--- config.mk ---
export PLATFORM = sky130hd
export DESIGN_NAME = irq_aggregator
export DESIGN_NICKNAME = d
export VERILOG_FILES = /design/src/rtl/irq_agg_pkg.sv /design/src/rtl/irq_event_group.sv /design/src/rtl/irq_port_level.sv /design/src/rtl/irq_pin_ctrl.sv /design/src/rtl/irq_aggregator.sv
export SDC_FILE = /design/constraint.sdc
export NUM_CORES = 1
export LEC_CHECK = 0
export ABC_CLOCK_PERIOD_IN_PS = 4400
export BUFFER_PORTS_ARGS = -buffer_cell sky130_fd_sc_hd__buf_2
export CORE_ASPECT_RATIO = 1.4
export CORE_MARGIN = 5
export CORE_UTILIZATION = 50
export CTS_CLUSTER_SIZE = 14
export DETAILED_ROUTE_END_ITERATION = 7
export PLACE_DENSITY = 0.65
export SYNTH_ARGS = -nofsm -noshare
export SYNTH_HDL_FRONTEND = slang
export SYNTH_SLANG_ARGS = --single-unit
--- constraint.sdc ---
create_clock -name clk -period 4.4 [get_ports clk]
set_clock_uncertainty 0.2 [all_clocks]
set_input_delay 0.66 -clock clk [delete_from_list [all_inputs] [get_ports clk]]
set_output_delay 0.66 -clock clk [all_outputs]
set_load 0.02 [all_outputs]
--- src/rtl/irq_agg_pkg.sv ---
package irq_agg_pkg;

    localparam int OFF_W       = 3;
    localparam int PORT_STRIDE = 1 << OFF_W;

    localparam logic [OFF_W-1:0] OFF_TX_EV  = 3'd0;
    localparam logic [OFF_W-1:0] OFF_RX_EV  = 3'd1;
    localparam logic [OFF_W-1:0] OFF_TX_EN  = 3'd2;
    localparam logic [OFF_W-1:0] OFF_RX_EN  = 3'd3;
    localparam logic [OFF_W-1:0] OFF_SUM    = 3'd4;
    localparam logic [OFF_W-1:0] OFF_SUM_EN = 3'd5;

    localparam logic [OFF_W-1:0] G_PORT_SUM = 3'd0;
    localparam logic [OFF_W-1:0] G_PORT_EN  = 3'd1;
    localparam logic [OFF_W-1:0] G_MODE     = 3'd2;

    localparam int MODE_PIN_EN_BIT = 3;

    localparam int SUM_W   = 4;
    localparam int SUM_TX  = 0;
    localparam int SUM_RX  = 1;
    localparam int SUM_SEC = 2;
    localparam int SUM_EXT = 3;

    typedef enum logic {
        PIN_QUIET  = 1'b0,
        PIN_ACTIVE = 1'b1
    } pin_state_e;

endpackage

--- src/rtl/irq_event_group.sv ---
module irq_event_group #(
    parameter int             W         = 8,
    parameter logic [W-1:0]   DUAL_MASK = '0
) (
    input  logic         clk,
    input  logic         rst_n,
    input  logic [W-1:0] status,
    input  logic         rd_clr,
    output logic [W-1:0] ev_lat
);

    logic [W-1:0] prev_q;
    logic [W-1:0] evt;

    // Per-bit edge qualifier chosen by the dual mask
    for (genvar gi = 0; gi < W; gi++) begin : g_bit
        if (DUAL_MASK[gi]) begin : g_dual
            assign evt[gi] = status[gi] ^ prev_q[gi];
        end else begin : g_single
            assign evt[gi] = status[gi] & ~prev_q[gi];
        end
    end

    always_ff @(posedge clk or negedge rst_n) begin
        if (!rst_n) begin
            prev_q <= '0;
            ev_lat <= '0;
        end else begin
            prev_q <= status;
            // A new event wins over a clearing read in the same clock
            ev_lat <= (rd_clr ? '0 : ev_lat) | evt;
        end
    end

    // every detected event is present after the edge, read or not
    a_r4_event_kept: assert property (@(posedge clk) disable iff (!rst_n)
        (evt != '0) |=> ((ev_lat & $past(evt)) == $past(evt)));

    // after a read, only bits that saw a new event remain
    a_r3_read_clears: assert property (@(posedge clk) disable iff (!rst_n)
        rd_clr |=> ((ev_lat & ~$past(evt)) == '0));

    // no bit rises without a qualifying edge
    a_r1_no_spurious_set: assert property (@(posedge clk) disable iff (!rst_n)
        ((ev_lat & ~$past(ev_lat) & ~$past(evt)) == '0));

endmodule

--- src/rtl/irq_port_level.sv ---
module irq_port_level
    import irq_agg_pkg::*;
#(
    parameter int           W       = 8,
    parameter logic [W-1:0] DUAL_TX = '0,
    parameter logic [W-1:0] DUAL_RX = '0
) (
    input  logic             clk,
    input  logic             rst_n,
    input  logic [W-1:0]     tx_status,
    input  logic [W-1:0]     rx_status,
    input  logic             onesec_tick,
    input  logic             ext_irq,
    input  logic             hit,
    input  logic [OFF_W-1:0] off,
    input  logic             wr,
    input  logic             rd,
    input  logic [W-1:0]     wdata,
    output logic [W-1:0]     rd_val,
    output logic             port_flag
);

    logic [W-1:0]     tx_lat, rx_lat;
    logic [W-1:0]     tx_en_q, rx_en_q;
    logic [SUM_W-1:0] sum_en_q;
    logic [SUM_W-1:0] sum_raw;
    logic             sec_lat;

    logic rd_tx, rd_rx, rd_sum;
    logic wr_tx_en, wr_rx_en, wr_sum_en;

    assign rd_tx     = hit & rd & (off == OFF_TX_EV);
    assign rd_rx     = hit & rd & (off == OFF_RX_EV);
    assign rd_sum    = hit & rd & (off == OFF_SUM);
    assign wr_tx_en  = hit & wr & (off == OFF_TX_EN);
    assign wr_rx_en  = hit & wr & (off == OFF_RX_EN);
    assign wr_sum_en = hit & wr & (off == OFF_SUM_EN);

    irq_event_group #(.W(W), .DUAL_MASK(DUAL_TX)) u_tx_grp (
        .clk    (clk),
        .rst_n  (rst_n),
        .status (tx_status),
        .rd_clr (rd_tx),
        .ev_lat (tx_lat)
    );

    irq_event_group #(.W(W), .DUAL_MASK(DUAL_RX)) u_rx_grp (
        .clk    (clk),
        .rst_n  (rst_n),
        .status (rx_status),
        .rd_clr (rd_rx),
        .ev_lat (rx_lat)
    );

    always_ff @(posedge clk or negedge rst_n) begin
        if (!rst_n) begin
            tx_en_q  <= '0;
            rx_en_q  <= '0;
            sum_en_q <= '0;
            sec_lat  <= 1'b0;
        end else begin
            if (wr_tx_en)  tx_en_q  <= wdata;
            if (wr_rx_en)  rx_en_q  <= wdata;
            if (wr_sum_en) sum_en_q <= wdata[SUM_W-1:0];
            sec_lat <= (sec_lat & ~rd_sum) | onesec_tick;
        end
    end

    always_comb begin
        sum_raw          = '0;
        sum_raw[SUM_TX]  = |(tx_lat & tx_en_q);
        sum_raw[SUM_RX]  = |(rx_lat & rx_en_q);
        sum_raw[SUM_SEC] = sec_lat;
        sum_raw[SUM_EXT] = ext_irq;
    end

    assign port_flag = |(sum_raw & sum_en_q);

    always_comb begin
        unique case (off)
            OFF_TX_EV:  rd_val = tx_lat;
            OFF_RX_EV:  rd_val = rx_lat;
            OFF_TX_EN:  rd_val = tx_en_q;
            OFF_RX_EN:  rd_val = rx_en_q;
            OFF_SUM:    rd_val = W'(sum_raw);
            OFF_SUM_EN: rd_val = W'(sum_en_q);
            default:    rd_val = '0;
        endcase
    end

    // a tick is visible in the summary on the next clock
    a_r6_tick_latched: assert property (@(posedge clk) disable iff (!rst_n)
        onesec_tick |=> sum_raw[SUM_SEC]);

    // a written transmit enable holds the written value
    a_r11_tx_en_write: assert property (@(posedge clk) disable iff (!rst_n)
        wr_tx_en |=> (tx_en_q == $past(wdata)));

endmodule

--- src/rtl/irq_pin_ctrl.sv ---
module irq_pin_ctrl
    import irq_agg_pkg::*;
#(
    parameter int NP = 4
) (
    input  logic          clk,
    input  logic          rst_n,
    input  logic [NP-1:0] port_flags,
    input  logic [NP-1:0] port_en,
    input  logic          pin_en,
    output logic          irq_n
);

    pin_state_e state_q, state_d;
    logic       want;

    assign want = pin_en & (|(port_flags & port_en));

    always_ff @(posedge clk or negedge rst_n) begin
        if (!rst_n) state_q <= PIN_QUIET;
        else        state_q <= state_d;
    end

    always_comb begin
        state_d = state_q;
        unique case (state_q)
            PIN_QUIET:  if (want)  state_d = PIN_ACTIVE;   // raise
            PIN_ACTIVE: if (!want) state_d = PIN_QUIET;    // release
        endcase
    end

    always_comb begin
        unique case (state_q)
            PIN_QUIET:  irq_n = 1'b1;
            PIN_ACTIVE: irq_n = 1'b0;
        endcase
    end

    // a cleared pin enable keeps the pin high
    a_r9_pin_gated: assert property (@(posedge clk) disable iff (!rst_n)
        !pin_en |=> irq_n);

    // an enabled flag pulls the pin low one clock later
    a_r8_pin_raise: assert property (@(posedge clk) disable iff (!rst_n)
        (pin_en && ((port_flags & port_en) != '0)) |=> !irq_n);

    // with no enabled flag the pin releases one clock later
    a_r8_pin_release: assert property (@(posedge clk) disable iff (!rst_n)
        ((port_flags & port_en) == '0) |=> irq_n);

endmodule

--- src/rtl/irq_aggregator.sv ---
module irq_aggregator
    import irq_agg_pkg::*;
#(
    parameter int              NPORTS       = 4,
    parameter int              EVW          = 8,
    parameter logic [EVW-1:0]  DUAL_TX_MASK = 8'h00,
    parameter logic [EVW-1:0]  DUAL_RX_MASK = 8'h80,
    localparam int             AW           = $clog2((NPORTS + 1) * PORT_STRIDE)
) (
    input  logic                    clk,
    input  logic                    rst_n,
    input  logic [NPORTS*EVW-1:0]   tx_status,
    input  logic [NPORTS*EVW-1:0]   rx_status,
    input  logic [NPORTS-1:0]       onesec_tick,
    input  logic [NPORTS-1:0]       ext_irq,
    input  logic [AW-1:0]           reg_addr,
    input  logic                    reg_wr,
    input  logic                    reg_rd,
    input  logic [EVW-1:0]          reg_wdata,
    output logic [EVW-1:0]          reg_rdata,
    output logic                    irq_n
);

    localparam int IDX_W = AW - OFF_W;

    logic [IDX_W-1:0] addr_idx;
    logic [OFF_W-1:0] addr_off;
    logic             g_hit;

    logic [NPORTS-1:0] port_hit;
    logic [NPORTS-1:0] port_flags;
    logic [EVW-1:0]    port_rd [NPORTS];

    logic [NPORTS-1:0] port_en_q;
    logic [EVW-1:0]    mode_q;
    logic [EVW-1:0]    rd_mux;

    assign addr_idx = reg_addr[AW-1:OFF_W];
    assign addr_off = reg_addr[OFF_W-1:0];
    assign g_hit    = (addr_idx == IDX_W'(NPORTS));

    for (genvar p = 0; p < NPORTS; p++) begin : g_port
        assign port_hit[p] = (addr_idx == IDX_W'(p));

        irq_port_level #(
            .W       (EVW),
            .DUAL_TX (DUAL_TX_MASK),
            .DUAL_RX (DUAL_RX_MASK)
        ) u_port (
            .clk         (clk),
            .rst_n       (rst_n),
            .tx_status   (tx_status[p*EVW +: EVW]),
            .rx_status   (rx_status[p*EVW +: EVW]),
            .onesec_tick (onesec_tick[p]),
            .ext_irq     (ext_irq[p]),
            .hit         (port_hit[p]),
            .off         (addr_off),
            .wr          (reg_wr),
            .rd          (reg_rd),
            .wdata       (reg_wdata),
            .rd_val      (port_rd[p]),
            .port_flag   (port_flags[p])
        );
    end

    always_ff @(posedge clk or negedge rst_n) begin
        if (!rst_n) begin
            port_en_q <= '0;
            mode_q    <= '0;
        end else if (reg_wr && g_hit) begin
            if (addr_off == G_PORT_EN) port_en_q <= reg_wdata[NPORTS-1:0];
            if (addr_off == G_MODE)    mode_q    <= reg_wdata;
        end
    end

    always_comb begin
        rd_mux = '0;
        for (int p = 0; p < NPORTS; p++) begin
            if (port_hit[p]) rd_mux = port_rd[p];
        end
        if (g_hit) begin
            unique case (addr_off)
                G_PORT_SUM: rd_mux = EVW'(port_flags);
                G_PORT_EN:  rd_mux = EVW'(port_en_q);
                G_MODE:     rd_mux = mode_q;
                default:    rd_mux = '0;
            endcase
        end
    end

    always_ff @(posedge clk or negedge rst_n) begin
        if (!rst_n)      reg_rdata <= '0;
        else if (reg_rd) reg_rdata <= rd_mux;
    end

    irq_pin_ctrl #(.NP(NPORTS)) u_pin (
        .clk        (clk),
        .rst_n      (rst_n),
        .port_flags (port_flags),
        .port_en    (port_en_q),
        .pin_en     (mode_q[MODE_PIN_EN_BIT]),
        .irq_n      (irq_n)
    );

    // the mode register takes the written data
    a_r11_mode_write: assert property (@(posedge clk) disable iff (!rst_n)
        (reg_wr && g_hit && addr_off == G_MODE) |=> (mode_q == $past(reg_wdata)));

    // read data only moves after a read strobe
    a_r3_rdata_hold: assert property (@(posedge clk) disable iff (!rst_n)
        !reg_rd |=> $stable(reg_rdata));

endmodule

# Word level (Yosys, flattened, before mapping)
# Cells that the tools add are included.
[word_totals]
reg_bits = 233
word_cells = 274
[op_classes]
eq_ne = 9
n_mux = 20
n_bitwise = 191
reduce_logical = 18
[op_table]
columns = ["cell", "count"]
rows = [
  ["$pmux 8 s6", 4],
  ["$mux 8", 13],
  ["$and 1x1->1", 97],
  ["$not 1->1", 65],
  ["$and 8x8->8", 8],
  ["$or 8x8->8", 8],
  ["$reduce_or 8->1", 8],
  ["$pmux 8 s3", 1],
  ["$and 4x4->4", 5],
  ["$reduce_or 4->1", 5],
  ["$eq 3x2->1 const B", 4],
  ["$eq 3x3->1 const B", 3],
  ["$eq 3x1->1 const B", 2],
  ["$logic_not 3->1", 2],
  ["$or 1x1->1", 4],
  ["$reduce_and 2->1", 2],
  ["$xor 1x1->1", 4],
  ["$pmux 1 s2", 1],
  ["$logic_and 1x1->1", 1],
  ["$mux 1", 1],
]

# Longest topological paths before layout
[depth]
ltp_word = 8
ltp_mapped = 8
depth_no_buf = 5

# Cells and area by module
# Synthesis repeated with hierarchy kept, for this count alone.
[hier_totals]
hier_cells = 878
hier_area_um2 = 10630.2
[modules_own_cells]
columns = ["mod", "instances", "cells_each", "area_each_um2"]
rows = [
  ["irq_port_level", 4, 104, 1285.0],
  ["irq_event_group at g_port[0].u_port.u_tx_grp ...", 4, 41, 521.8],
  ["irq_event_group at g_port[0].u_port.u_rx_grp ...", 4, 41, 519.2],
  ["irq_aggregator", 1, 129, 1275.0],
  ["irq_pin_ctrl", 1, 5, 51.3],
]

# Worst setup path after synthesis
# OpenSTA, ideal clock, no wires.
[synth_path]
kind = "input to register"
from = "in reg_addr[0]"
to = "reg reg_rdata[3]"
setup_ns = 0.126
arrival_time_ns = 1.922
t_required_ns = 4.074
setup_slack_ns = 2.152
cell_stages = 6
n_path_buf = 2
cell_sequence = "buf_6 > buf_6 > mux4_2 > a22oi_1 > nand2_1 > a221o_1"
[synth_between]
elab_chain_cells = 7
elab_cells_between_ends = 16
classes_between = "eq/ne: 5; mux: 10; reduce/logical: 1"
[synth_rtl]
columns = ["element", "line", "text"]
rows = [
  ["start: declaration", "irq_aggregator.sv:16", "input logic [AW-1:0] reg_addr,"],
  ["$eq 3x3->1, or another cell as far along", "irq_port_level.sv:80", "unique case (off)"],
  ["$pmux 8 s6", "irq_port_level.sv:80", ""],
  ["$mux 8 (4 in series)", "irq_aggregator.sv:79", "if (port_hit[p]) rd_mux = port_rd[p];"],
  ["$mux 8 *", "irq_aggregator.sv:81", "if (g_hit) begin"],
  ["end signal: assignment", "irq_aggregator.sv:93", "else if (reg_rd) reg_rdata <= rd_mux;"],
  ["end: declaration", "irq_aggregator.sv:20", "output logic [EVW-1:0] reg_rdata,"],
]
# Mark *: on every way between the ends. The rest lies on a longest branch, timed or not.
# A chain may end at the register's enable or synchronous reset.

# Worst setup path in the final report
[layout_path]
from = "in reg_addr[0]"
to = "reg reg_rdata[1]"
# The elaborated chain is that of the path after synthesis.

==> flow_metrics.py <==
metrics = {
    "run_status": {
        "run_status": "finished, violations left",
        "violations": "hold timing",
    },
    "worst_setup_path": {
        "r2r-start": "g_port[0].u_port.u_rx_grp.ev_lat[6]",
        "critPathKind": "input port to register",
        "critical-path-max-stage-delay_ns": 0.69,
        "crit_slowest_cell": "buf_2",
        "worstPathMaxFanout": 37,
        "worstPathArrival_ns": 2.98,
        "crit_path_end_kind": "register",
        "timing.critical_path.from": "reg_addr[0]",
        "start_kind": "input port",
        "cp_cell_sequence": "buf_2, buf_4, nor4b_1, a2111o_1, a211oi_1, a211oi_1, a31o_1",
        "critPathRequiredTime_ns": 4.60,
        "critPathMostFrequentCell": "a211oi_1",
    },
    "pwr": {
        "p_sw_share_pct": 25.1,
        "p_seq_share_pct": 48.6,
        "p_comb_share_pct": 11.9,
        "vdd_drop_max_mv": 0.385,
        "p_clk_share_pct": 39.6,
        "p_per_area_nw_per_um2": 431,
        "power_leakage_nw": 5.56,
        "switchingPower_mw": 1.26,
        "p_int_mw": 3.77,
        "power_mw": 5.03,
    },
    "floorplan": {
        "die_y_um": 179,
        "start_util_pct": 50.4,
        "die_x_um": 131,
        "coreArea_sq_um": 20300,
        "io_pins": 99,
        "dieArea_sq_um": 23500,
        "rows": 62,
    },
    "synth": {
        "synth_nets": 935,
        "yosysWarnings": 0,
        "synthArstFlopShare_pct": 100,
        "yosysSeqAreaShare_pct": 57.0,
        "synth_top_area_share_pct": 57.0,
        "ys.flop_type": "dfrtp_1",
        "synth_area_sq_um": 10200,
        "ys_top_cells_by_count": "233 x dfrtp_1, 98 x mux2_2, 92 x nand2_1, 71 x o21ai_0, 70 x inv_1",
        "yosysTopAreaCell": "dfrtp_1",
        "synthAdderAreaFrac_pct": 0,
        "synth-simple-area-share_pct": 8.94,
        "syn_area_per_cell_sq_um": 12.1,
        "synth_top_family_by_area": "multiplexers",
        "synthMuxAreaShare_pct": 16.3,
        "ys_seq_elements": 233,
        "synth-edff-count": 0,
        "synth_cells": 845,
        "synthTopCellsByArea": "dfrtp_1 57%, mux2_2 11%, mux4_2 4.4%, o21ai_0 3.5%, nand2_1 3.4%",
        "synth_most_common_cell": "dfrtp_1",
        "yosysUniqueCellTypes": 58,
        "synth_compound_area_share_pct": 12.7,
        "synth-xor-area-share_pct": 0.342,
    },
    "timing": {
        "fmax_mhz": 360,
        "hold_viol": 7,
        "slew_headroom_pct": 37.1,
        "tightest_slew_ns": 0.944,
        "grt_setup_unrepaired": "no",
        "setup_viol": 0,
        "fin_hold_ws_ns": -0.0169,
        "period_needed_ns": 2.78,
        "min_period_over_period_pct": 63.1,
        "slew_viol_final": 0,
        "timing.setup.tns_ns": 0,
        "fin_ws_ns": 1.62,
    },
    "place": {
        "dp_hpwl_mm": 19.8,
        "dp_slack_ns": 1.14,
        "gp_congestion": 0.934,
        "port_buffers": 98,
    },
    "grt": {
        "grt_use_total_pct": 24.3,
        "first_global_vias": 7452,
        "gr-total-overflow": 0,
        "grt_max_degree": 104,
        "antenna_found_initial": 0,
        "grt_pass1_wl_mm": 43.2,
    },
    "clock_network": {
        "htreeDepth": 1,
        "cts_setup_buffers": 0,
        "cts_hold_buf": 0,
        "cts_buffers": 23,
        "clk_pin_slew_worst_paths_ns": 0.07,
        "clock_latency_ns": 0.51,
        "cts_tree": "done",
        "cts-root-buf": "clkbuf_16",
        "clock-sinks": 233,
        "clock_path_buffers": 3,
        "ctsResizeCount": 0,
    },
    "final_layout": {
        "layout.nets": 1034,
        "n_fill_cell": 1745,
        "layout-drive-gt1-share_pct": 29.3,
        "insertedDiodeCount": 0,
        "syn_to_final_growth_pct": 14.1,
    },
    "detailed_routing": {
        "routedWlPerCell_um": 22.7,
        "dr.pass1.iters": 5,
        "drtIter0Drc": 613,
        "ant_nets": 0,
        "drc": 0,
        "vias_per_cell": 5.93,
        "wl_mm": 27.6,
        "vias": 7200,
    },
    "flow_run": {
        "drv_cap": 0,
    },
    "hold_path": {
        "hp-class": "input port to async pin",
    },
}
cells in the final DEF (no fill, tap or decap), types with 8 or more instances in the layout:
master | netlist | routed
a211oi_1 | 8 | 8
a21oi_1 | 21 | 21
a22o_1 | 9 | 9
a22oi_1 | 40 | 40
buf_2 | 11 | 97
buf_4 | 4 | 9
clkbuf_16 | 0 | 23
dfrtp_1 | 233 | 233
inv_1 | 70 | 70
mux2_2 | 98 | 98
mux2i_1 | 8 | 8
mux4_2 | 20 | 20
nand2_1 | 92 | 92
nand3_1 | 21 | 21
nor2_1 | 17 | 17
o21ai_0 | 71 | 71
power groups by stage:
stage / Combinational (mW) / Clock [mW] / Sequential [mW]
6_report: 0.596 / 1.99 / 2.44
5_1_grt: 0.655 / 2.13 / 2.46
4_1_cts: 0.600 / 2.02 / 2.44
3_5_place_dp: 0.596 / 0 / 2.48
3_3_place_gp: 0.585 / 0 / 2.48
2_1_floorplan: 0.376 / 0 / 2.43
critical path: cells and delay by family:
family	cells	cell delay (ns)
AO/OA/AOI/OAI	4	1.17
buffers and inverters	2	1.03
AND/OR/NAND/NOR	1	0.09
routing by layer:
layer / vias to the layer above / GRT usage [%] / share of wire, %
met5: - / 0 / 0
met4: 0 / 9.82 / 4.1
met2: 298 / 39.5 / 49
li1: 3230 / - / -
met3: 77 / 4.05 / 6.5
met1: 3595 / 32.5 / 40
cells by family after synthesis:
logic type | count (synthesis)
compound gates | 196
xor+xnor | 4
buf+inv | 104
flops | 233
mux | 129
simple gates | 179
stage by stage:
stage | cell area [sq um] | util, % | instances
2_1_floorplan | 10200 | - | 845
3_3_place_gp | 10900 | 53.7 | 1175
3_5_place_dp | 10900 | 53.7 | 1175
4_1_cts | 11700 | 57.4 | 1214
5_1_grt | 11700 | 57.4 | 1214
6_report | 11700 | 57.4 | 1214
flip-flops by register name, summed over array words and instances (netlist names), 4 cells and up:
register                       count
g_port.u_port.rx_en_q             32
g_port.u_port.tx_en_q             32
g_port.u_port.u_rx_grp.ev_lat     32
g_port.u_port.u_rx_grp.prev_q     32
g_port.u_port.u_tx_grp.ev_lat     32
g_port.u_port.u_tx_grp.prev_q     32
g_port.u_port.sum_en_q            16
mode_q                             8
reg_rdata                          8
g_port.u_port.sec_lat              4
port_en_q                          4
worst paths after layout:
check	endpoint	slack, ns	cells after the start
min in group clk	g_port[1].u_port.u_rx_grp.prev_q[6]	0.07	1
setup reg to reg	u_pin.state_q	2.17	5
hold reg to reg	g_port[1].u_port.u_tx_grp.ev_lat[3]	0.21	1
hold / removal	g_port[0].u_port.u_rx_grp.prev_q[5]	-0.02	1
max in group asynchronous	g_port[1].u_port.tx_en_q[1]	3.11	2
setup / recovery	reg_rdata[1]	1.62	7
area by class of cell:
| class | count | area (sq um) | area share [%] |
|---|---|---|---|
| Tap cell | 256 | 320 | 2.74 |
| Sequential cell | 233 | 5830 | 49.9 |
| Timing Repair Buffer | 108 | 588 | 5.04 |
| Clock buffer | 29 | 628 | 5.38 |
| Clock inverter | 10 | 129 | 1.10 |
| Inverter | 70 | 263 | 2.25 |
| Multi-Input combinational cell | 508 | 3920 | 33.5 |
No activity file was read; power rests on OpenSTA's default activity.
